File: config.mk
export PLATFORM = sky130hd
export DESIGN_NAME = adc_serial_port
export DESIGN_NICKNAME = d
export VERILOG_FILES = /design/src/rtl/adc_serial_port.sv
export SDC_FILE = /design/constraint.sdc
export NUM_CORES = 1
export LEC_CHECK = 0
export BUFFER_PORTS_ARGS = -buffer_cell sky130_fd_sc_hd__clkbuf_2
export CAP_MARGIN = 40
export CORE_MARGIN = 5
export CORE_UTILIZATION = 55
export DETAILED_ROUTE_END_ITERATION = 6
export GPL_ROUTABILITY_DRIVEN = 0
export GPL_TIMING_DRIVEN = 0
export PLACE_DENSITY = 0.86
export SLEW_MARGIN = 20
export SYNTH_ARGS = -nofsm -noshare
export SYNTH_HDL_FRONTEND = slang
export SYNTH_SLANG_ARGS = --single-unit
File: constraint.sdc
create_clock -name clk -period 4.3 [get_ports clk]
set_input_delay 0.86 -clock clk [delete_from_list [all_inputs] [get_ports clk]]
set_output_delay 0.86 -clock clk [all_outputs]
set_load 0.02 [all_outputs]
File: src/rtl/adc_serial_port.sv
module adc_serial_port #(
  parameter int DATA_W      = 32,
  parameter int CMD_W       = 8,
  parameter int ADDR_W      = 3,
  parameter int RESYNC_ONES = 31
) (
  input  logic              clk,
  input  logic              rst_n,
  input  logic              csn,
  input  logic              sclk,
  input  logic              sdi,
  output logic              sdo,
  output logic              sdo_oe,
  output logic [ADDR_W-1:0] reg_addr,
  output logic              reg_wr_en,
  output logic [DATA_W-1:0] reg_wdata,
  input  logic [DATA_W-1:0] reg_rdata,
  output logic              conv_start,
  input  logic              conv_done,
  input  logic [DATA_W-1:0] conv_result
);
  localparam int CNT_W  = $clog2(DATA_W);
  localparam int ONES_W = $clog2(RESYNC_ONES + 1);
  localparam logic [CNT_W-1:0]  CMD_LAST  = CNT_W'(CMD_W - 1);
  localparam logic [CNT_W-1:0]  WORD_LAST = CNT_W'(DATA_W - 1);
  localparam logic [ONES_W-1:0] ONES_MAX  = ONES_W'(RESYNC_ONES);

  typedef enum logic [2:0] {S_CMD, S_WR, S_LOAD, S_RD, S_WAIT, S_CLR, S_RES} state_t;

  state_t            state;
  logic [2:0]        sclk_q;
  logic [1:0]        csn_q, sdi_q;
  logic [CMD_W-1:0]  cmd_sh;
  logic [DATA_W-1:0] shreg;
  logic [CNT_W-1:0]  cnt;
  logic [ONES_W-1:0] ones;

  wire active = ~csn_q[1];
  wire bit_in = sdi_q[1];
  wire rise   = active & sclk_q[1] & ~sclk_q[2];
  wire fall   = active & ~sclk_q[1] & sclk_q[2];
  wire resync = rise & ~bit_in & (ones == ONES_MAX);
  wire [CMD_W-1:0] cmd_next = {cmd_sh[CMD_W-2:0], bit_in};

  assign sdo_oe    = active;
  assign reg_wdata = shreg;

  always_comb begin
    case (state)
      S_RD, S_RES: sdo = shreg[DATA_W-1];
      S_WAIT:      sdo = 1'b1;
      default:     sdo = 1'b0;
    endcase
  end

  always_ff @(posedge clk or negedge rst_n) begin
    if (!rst_n) begin
      sclk_q <= '0;
      csn_q  <= '1;
      sdi_q  <= '0;
    end else begin
      sclk_q <= {sclk_q[1:0], sclk};
      csn_q  <= {csn_q[0], csn};
      sdi_q  <= {sdi_q[0], sdi};
    end
  end

  always_ff @(posedge clk or negedge rst_n) begin
    if (!rst_n) begin
      state      <= S_CMD;
      cmd_sh     <= '0;
      shreg      <= '0;
      cnt        <= '0;
      ones       <= '0;
      reg_addr   <= '0;
      reg_wr_en  <= 1'b0;
      conv_start <= 1'b0;
    end else begin
      reg_wr_en  <= 1'b0;
      conv_start <= 1'b0;
      if (rise) ones <= !bit_in ? '0 : (ones == ONES_MAX) ? ones : ones + 1'b1;
      if (!active || resync) begin
        state <= S_CMD;
        cnt   <= '0;
      end else begin
        case (state)
          S_CMD, S_CLR: if (rise) begin
            cmd_sh <= cmd_next;
            cnt    <= cnt + 1'b1;
            if (cnt == CMD_LAST) begin
              cnt <= '0;
              if (state == S_CLR && cmd_next == '0) begin
                state <= S_RES;
              end else if (cmd_next[0]) begin
                conv_start <= 1'b1;
                state      <= S_WAIT;
              end else begin
                reg_addr <= cmd_next[CMD_W-2 -: ADDR_W];
                state    <= cmd_next[CMD_W-1] ? S_LOAD : S_WR;
              end
            end
          end
          S_WR: if (rise) begin
            shreg <= {shreg[DATA_W-2:0], bit_in};
            cnt   <= cnt + 1'b1;
            if (cnt == WORD_LAST) begin
              cnt       <= '0;
              reg_wr_en <= 1'b1;
              state     <= S_CMD;
            end
          end
          S_LOAD: begin
            shreg <= reg_rdata;
            state <= S_RD;
          end
          S_RD, S_RES: begin
            if (rise) begin
              cnt <= cnt + 1'b1;
              if (cnt == WORD_LAST) begin
                cnt   <= '0;
                state <= S_CMD;
              end
            end else if (fall && cnt != '0) begin
              shreg <= {shreg[DATA_W-2:0], 1'b0};
            end
          end
          S_WAIT: if (conv_done) begin
            shreg <= conv_result;
            state <= S_CLR;
          end
          default: state <= S_CMD;
        endcase
      end
    end
  end
endmodule

# Word-level counts from Yosys, hierarchy flattened

Index checks and enable logic that the tools add are counted.

Add/sub/neg operators: 2
Multiplexer cells: 34
Bitwise logic cells: 12
Eq/ne operators: 19
Reductions and logical operators: 17

Operator list:

| operator                                                                 | count |
|---|---|
| 32-bit two-way mux                                                       | 4 |
| 32-bit case mux with 4 select lines                                      | 1 |
| 5-bit two-way mux                                                        | 7 |
| 3-bit two-way mux                                                        | 8 |
| 3-bit case mux with 4 select lines                                       | 1 |
| 6-bit AND reduction                                                      | 2 |
| 5-bit by 1-bit adder with 5-bit output (second input constant)           | 2 |
| 5-bit equality test (second input constant)                              | 2 |
| 1-bit two-way mux                                                        | 10 |
| 2-bit inequality test (second input constant)                            | 5 |
| 5-bit case mux with 2 select lines                                       | 1 |
| 3-bit equality test (second input constant)                              | 3 |
| 3-bit inequality test (second input constant)                            | 3 |
| 8-bit logical NOT                                                        | 1 |
| 1-bit AND                                                                | 6 |
| 3-bit by 2-bit equality test with 1-bit output (second input constant)   | 2 |
| 3-bit by 1-bit inequality test with 1-bit output (second input constant) | 2 |
| 1-bit inverter                                                           | 6 |
| 3-bit AND reduction                                                      | 2 |
| 5-bit by 3-bit equality test with 1-bit output (second input constant)   | 1 |
| 5-bit AND reduction                                                      | 1 |
| 5-bit nonzero test                                                       | 1 |
| 4-bit nonzero test                                                       | 1 |
| 2-bit OR reduction                                                       | 2 |
| 9 further kinds                                                          | 10 |

Output and inout port bits: 39
Bits in registers: 64

# Longest topological paths before layout

Gate-level depths: netlist (run 1).

Depth after elaboration: 8
Mapped depth: 9
Gate-level depth less buffers: 8

# Worst setup path before layout (run 1)

Ideal clock, no wire load.

Kind: flip-flop to flip-flop
Start: reg ones[0]
End: reg shreg[4] (netlist: reg_wdata[4])
Setup slack: 2.090 ns
Data arrival time: 2.076 ns
Setup time: 0.134 ns
Cell stages (with the launch flop): 10
Data required time: 4.166 ns
Clock period less this slack: 2.210 ns
Path through: dfrtp_1 > ha_1 > and3_1 > ha_1 > nor2b_1 > a21o_1 > nand4b_1 > buf_2 > nand2_1 > o21ai_0

Cells in the longest elaborated chain, start to end: 5

Ends and longest elaborated chain:

| what                          | RTL line | text |
|---|---|---|
| start: declaration            | 36       | `logic [ONES_W-1:0] ones;` |
| start signal: assignment      | 81       | `if (rise) ones <= !bit_in ? '0 : (ones == ONES_MAX) ? ones : ones + 1'b1;` |
| 5-bit equality test           | 42       | `wire resync = rise & ~bit_in & (ones == ONES_MAX);` |
| 1-bit AND                     | 42       |  |
| 1-bit logical OR              | 82       | `if (!active \|\| resync) begin` |
| 1-bit inverter (no line)      | --       |  |
| 6-bit AND reduction (no line) | --       |  |
| end signal: assignment        | 104      | `shreg <= {shreg[DATA_W-2:0], bit_in};` |
| end signal: assignment        | 113      | `shreg <= reg_rdata;` |
| end signal: assignment        | 124      | `shreg <= {shreg[DATA_W-2:0], 1'b0};` |
| end: declaration              | 34       | `logic [DATA_W-1:0] shreg;` |

Every way passes these cells.
A chain may end at the register's enable or synchronous reset.

# Final worst setup path (run 1)

Start: reg ones[1]
End: reg shreg[20] (netlist: reg_wdata[20])

The elaborated chain is that of the path after synthesis.

==> flow_metrics.tcl, run 1 <==
set metrics [dict create \
    port_buf_inserts 108 \
    fmax_mhz 375 \
    drive_above_1_share_pct 32.3 \
    layoutNonFillerInstCount 539 \
    synth.largest_area_cell "sky130_fd_sc_hd__dfrtp_1" \
    data_required_time_at_the_worst_endpoint_ps 4500 \
    post-route-min-period_ps 2670 \
    clock-root-buffer "sky130_fd_sc_hd__clkbuf_8" \
    gr-usage-all-layers_pct 24.6 \
    die_area_um2 7760 \
    ctsHtreeMaxLevel 3 \
    die-height_um 88.1 \
    final_standard_cell_utilization_of_the_core_pct 72.2 \
    static-leakage-power_uw 0.00201 \
    cap_violations 0 \
    dr.pass1.iters 6 \
    layout.cells.most_common "sky130_fd_sc_hd__clkbuf_2" \
    grt_first_pass_wirelength_um 14900 \
    clk_pin_slew_worst_paths_ps 80 \
    final_nets 534 \
    core_footprint_um2 5920 \
    cts_hold_buffers 0 \
    antennaDiodeCount 0 \
    min-delay-path-class "reg -> reg" \
    mostFrequentLayoutCells "sky130_fd_sc_hd__clkbuf_2, sky130_fd_sc_hd__dfrtp_1, sky130_fd_sc_hd__nand2_1" \
    async_reset_ff_share_pct 100 \
    fillerInstances 418 \
    register_area_um2 1600 \
    numPlacedInstances 523 \
    wl_per_cell_um 17.0 \
    fin_total_pwr_uw 2750 \
    globalRoute.totalOverflow 0 \
    timing_max_transition_violations_final 0 \
    fin_tns_setup_ps 0 \
    worstSkewPairLatency_ps 340 \
    initial_core_util_pct 56.7 \
    num_io_pins 109 \
    antenna_found_initial 0 \
    detailedRoute.firstIterationViolations 222 \
    cp-end-kind "register" \
    tightestPinTransition_ps 540 \
    fin_skew_ps 11.8 \
    routed_via_density 6.03 \
    route.final.wire_length_um 9180 \
    cts.repair_timing.setup_buffer_count 0 \
    synth.ff_latch_count 64 \
    synth-edff-count 0 \
    maxSlewHeadroom_pct 64.0 \
    ys_top_cells_by_area "sky130_fd_sc_hd__dfrtp_1, sky130_fd_sc_hd__o22a_1, sky130_fd_sc_hd__o22ai_1, sky130_fd_sc_hd__nand2_1, sky130_fd_sc_hd__o21ai_0" \
    power_density_nw_per_um2 644 \
    synth.top_cell.area_share_pct 46.2 \
    areaGrowthSynthToFinish_pct 27.4 \
    multi_input_gate_area_in_the_final_layout_um2 1620 \
    synth_cells 339 \
    grt_max_degree 47 \
    chipWidth_um 88.1 \
    placement_rows 28 \
    report.final.hold_viol_count 0 \
    outcome "finished, final reports clean" \
    dp_hpwl_um 6640 \
    post_synth.cell_area_avg_um2 9.90 \
    num_vias 3249 \
    max-vdd-ir-drop_uv 431 \
    postSynth.topFlopCell "sky130_fd_sc_hd__dfrtp_1" \
    synthesis.nets 414 \
    synth_area_um2 3360 \
    worst-setup-path-type "reg -> reg" \
    clk_path_buf_depth 2 \
    final_antenna_net_count 0 \
    clock_sink_count 64 \
    crit_path_start_kind "register" \
    via_count_of_the_first_global_routing_pass 3214 \
    post_cts_resize_count 0 \
    remaining_drc_errors 0 \
    yosys_warnings 0 \
    worst_ep_arrival_time_ps 2870 \
    timing.final.setup_violations 0 \
    worst_path_fanout_max 10 \
    ys_seq_area_share_pct 47.8 \
    final.period_utilization_pct 62.1 \
    synth_cell_type_count 48 \
    grt_setup_unrepaired "false" \
    tritoncts "built" \
    tritoncts.num_buffers 9 \
]
-- worst max-delay path, cell delays in order (launching register included) --
cell and delay, ps:
sky130_fd_sc_hd__dfrtp_1 400, sky130_fd_sc_hd__ha_1 180, sky130_fd_sc_hd__and3_1 170, sky130_fd_sc_hd__ha_1 290, sky130_fd_sc_hd__nor2b_1 330, sky130_fd_sc_hd__a21o_1 300
sky130_fd_sc_hd__nand4b_1 350, sky130_fd_sc_hd__clkbuf_1 350, sky130_fd_sc_hd__o21ai_0 160
-- layer usage --
layer / vias to the layer above / wire length (µm) / global-route usage [%]
li1: 1518 / - / -
met1: 1538 / 3840 / 32.4
met2: 172 / 4390 / 38.7
met3: 21 / 761 / 7.53
met4: 0 / 183 / 9.07
met5: - / 0 / 0
-- metrics by stage --
step | hold WS [ps] | setup WS (ps) | instance area, µm²
CTS | 353 | 1640 | 4270
detailed placement | 345 | 1620 | 4020
global placement | 337 | 1750 | 3990
global route | 360 | 1370 | 4270
floorplan | 331 | 2090 | 3360
finish | 349 | 1630 | 4270
-- cell families after synthesis --
group	after synthesis	share of synthesized area, %
flops	64	47.8
fa+ha+maj	5	1.86
compound gates	143	28.5
simple gates	83	13.5
mux	13	4.33
buf+inv	31	3.95
-- power by group --
group / internal, µW / total (µW) / switching (µW)
Combinational: 466 / 1180 / 713
Sequential: 775 / 925 / 149
Clock: 416 / 649 / 233
-- flip-flops by register name (all words and copies together), names as in the netlist, 2 cells and up --
name       flops
state          3
sclk_q         3
cmd_sh         7
ones           5
cnt            5
reg_wdata     32
reg_addr       3
csn_q          2
sdi_q          2
-- area by class of cell --
cell class | instances | share of cell area, %
clock buffers | 11 | 3.54
inverters | 5 | 0.439
multi-input cells | 244 | 37.9
flip-flops and latches | 64 | 37.5
well taps | 75 | 2.20
plain buffers | 26 | 2.66
repair buffers | 109 | 13.3
clock inverters | 5 | 2.40
-- synthesized netlist by cell type, types with 6 or more instances --
| cell | number |
|---|---|
| sky130_fd_sc_hd__dfrtp_1 | 62 |
| sky130_fd_sc_hd__nor2b_1 | 6 |
| sky130_fd_sc_hd__o22a_1 | 31 |
| sky130_fd_sc_hd__nand2_1 | 36 |
| sky130_fd_sc_hd__buf_2 | 7 |
| sky130_fd_sc_hd__a22o_1 | 9 |
| sky130_fd_sc_hd__o21ai_1 | 19 |
| sky130_fd_sc_hd__clkbuf_1 | 18 |
| sky130_fd_sc_hd__mux2_2 | 9 |
| sky130_fd_sc_hd__nor2_1 | 10 |
| sky130_fd_sc_hd__a21oi_1 | 12 |
| sky130_fd_sc_hd__o21ai_0 | 24 |
| sky130_fd_sc_hd__o22ai_1 | 31 |
-- path summary, 6_finish.rpt --
path	slack [ps]	end	from	depth (start not counted)
worst min register to register	350	sclk_q[1]	sclk_q[0]	0
worst max register to register	1630	reg_wdata[20]	ones[1]	8
worst min-delay path	350	sclk_q[1]	sclk_q[0]	0
worst max-delay path	1630	reg_wdata[20]	ones[1]	8
min in group asynchronous	420	ones[4]	rst_n	1
max in group asynchronous	3370	reg_wdata[20]	rst_n	2
No activity file was read; power rests on OpenSTA's default activity.
==> inputs of run 2 (changes only) <==
--- a/config.mk
+++ b/config.mk
@@ -8,11 +8,11 @@
 export BUFFER_PORTS_ARGS = -buffer_cell sky130_fd_sc_hd__clkbuf_2
 export CAP_MARGIN = 40
 export CORE_MARGIN = 5
-export CORE_UTILIZATION = 55
+export CORE_UTILIZATION = 46
 export DETAILED_ROUTE_END_ITERATION = 6
 export GPL_ROUTABILITY_DRIVEN = 0
 export GPL_TIMING_DRIVEN = 0
-export PLACE_DENSITY = 0.86
+export PLACE_DENSITY = 0.76
 export SLEW_MARGIN = 20
 export SYNTH_ARGS = -nofsm -noshare
 export SYNTH_HDL_FRONTEND = slang
==> constraint.sdc (replaced) <==
create_clock -name clk -period 2.4 [get_ports clk]
set_input_delay 0.48 -clock clk [delete_from_list [all_inputs] [get_ports clk]]
set_output_delay 0.48 -clock clk [all_outputs]
set_load 0.02 [all_outputs]
==> run 2 against run 1 <==
Against the previous run: clock-buffer cell count rose by 1; register-to-register slack got worse by 1500 ps; worst hold slack got worse by 300 ps; power rose by 70%; die area rose by 17%; clock skew fell by 2.8 ps; combinational power rose by 80%; flip-flop and latch count did not move; routed wire length fell by 4.5%; global-route usage fell by 3.8 points; critical path type unchanged; largest cell class unchanged; largest power group unchanged; highest routed layer unchanged.
==> flow_metrics.tcl, run 2 (synthesis gave the netlist of run 1 again) <==
set metrics [dict create \
    fmax_mhz 439 \
    power_density_nw_per_um2 1090 \
    maxSlewHeadroom_pct 61.8 \
    final_nets 537 \
    hold-worst-slack_ps 50.5 \
    fin_skew_ps 8.98 \
    placement_rows 31 \
    clock_sink_count 64 \
    dp_hpwl_um 6620 \
    die_area_um2 9100 \
    initial_core_util_pct 46.8 \
    core_footprint_um2 7180 \
    timing_max_transition_violations_final 0 \
    final.period_utilization_pct 94.9 \
    cts_hold_buffers 0 \
    data_required_time_at_the_worst_endpoint_ps 2620 \
    wl_per_cell_um 15.5 \
    report.final.hold_viol_count 0 \
    remaining_drc_errors 0 \
    worstSkewPairLatency_ps 340 \
    fin_tns_setup_ps 0 \
    fillerInstances 652 \
    crit_path_start_kind "register" \
    antennaDiodeCount 0 \
    ctsHtreeMaxLevel 3 \
    min-delay-path-class "in -> async" \
    tightestPinTransition_ps 568 \
    worst_path_fanout_max 10 \
    tritoncts "built" \
    fin_total_pwr_uw 4680 \
    num_vias 3204 \
    worst-setup-path-type "reg -> reg" \
    dr.pass1.iters 4 \
    clock-root-buffer "sky130_fd_sc_hd__clkbuf_8" \
    mostFrequentLayoutCells "sky130_fd_sc_hd__clkbuf_2, sky130_fd_sc_hd__dfrtp_1, sky130_fd_sc_hd__nand2_1" \
    globalRoute.totalOverflow 0 \
    cap_violations 0 \
    via_count_of_the_first_global_routing_pass 3208 \
    cp-end-kind "register" \
    port_buf_inserts 108 \
    grt_max_degree 47 \
    die-height_um 95.4 \
    tritoncts.num_buffers 9 \
    clk_pin_slew_worst_paths_ps 70 \
    drive_above_1_share_pct 33.2 \
    worst_ep_arrival_time_ps 2490 \
    timing.final.setup_violations 0 \
    gr-usage-all-layers_pct 20.8 \
    chipWidth_um 95.4 \
    antenna_found_initial 0 \
    route.final.wire_length_um 8760 \
    final_antenna_net_count 0 \
    layout.cells.most_common "sky130_fd_sc_hd__clkbuf_2" \
    clk_path_buf_depth 2 \
    final_standard_cell_utilization_of_the_core_pct 59.7 \
    grt_first_pass_wirelength_um 15000 \
    areaGrowthSynthToFinish_pct 27.7 \
    static-leakage-power_uw 0.00200 \
    num_io_pins 109 \
    routed_via_density 5.66 \
    detailedRoute.firstIterationViolations 162 \
    post-route-min-period_ps 2280 \
    max-vdd-ir-drop_uv 566 \
    largest_register_ff_count 32 \
    outcome "finished, final reports clean" \
]
[run 2: cell count changes in the layout (fill, tap and decap cells not counted), sizes merged]
cell	previous run	this run
buf	9	13
clkinvlp	1	0
bufinv	3	1
clkinv	1	3
[run 2: routing by layer]
metal / up-vias / global-route usage (%) / routed length, µm
met2: 123 / 34.6 / 4260
met4: 0 / 8.06 / 160
met5: - / 0 / 0
met3: 14 / 4.97 / 627
li1: 1524 / - / -
met1: 1543 / 26.2 / 3710
[run 2: through the flow]
stage               std cells  worst slack, ps  instance area [µm²]
finish                    566              122                 4290
global route              566            -5.24                 4290
CTS                       565             5.31                 4270
detailed placement        547             -258                 4050
global placement          546             -188                 4020
floorplan                 339              190                 3360
[run 2: final timing paths]
path,start,to,slack (ps),cells past startpoint
max in group asynchronous,rst_n,reg_wdata[31],1850,2
min in group clk,csn,csn_q[0],220,1
min reg2reg,sclk_q[0],sclk_q[1],360,0
max,ones[0],reg_wdata[5],120,10
min,rst_n,conv_start,50,1
max reg2reg,ones[0],reg_wdata[5],120,10
[run 2: critical path, cell delays in order (launching register included)]
cell and delay (ps):
sky130_fd_sc_hd__dfrtp_1 410, sky130_fd_sc_hd__ha_1 220, sky130_fd_sc_hd__and3_1 180, sky130_fd_sc_hd__ha_2 210, sky130_fd_sc_hd__nor2b_2 200, sky130_fd_sc_hd__a21o_4 260
sky130_fd_sc_hd__nand4b_1 170, sky130_fd_sc_hd__buf_4 170, sky130_fd_sc_hd__buf_2 180, sky130_fd_sc_hd__nand2_1 80, sky130_fd_sc_hd__o21ai_0 80
[run 2: final cells by class]
type                            count  area [µm²]  area share (%)
Buffer                             26         115            2.69
Multi-Input combinational cell    244        1640            38.3
Tap cell                           99         124            2.89
Clock inverter                      4        45.0            1.05
Timing Repair Buffer              112         593            13.8
Sequential cell                    64        1600            37.4
Clock buffer                       12         145            3.39
Inverter                            5        18.8           0.438
[run 2: power by group]
part           internal (µW)  leakage (µW)  total, µW  switching, µW
Combinational            859       0.00108       2120           1260
Clock                    504      0.000100        908            404
Sequential              1390      0.000819       1650            262
Total                   2750       0.00200       4680           1920
[run 2: what timing repair did]
action | in CTS | in global routing
buffers inserted | 2 | 1
pin swaps | 0 | 1
setup endpoints to repair | 33 | 38
resized for setup | 3 | 9
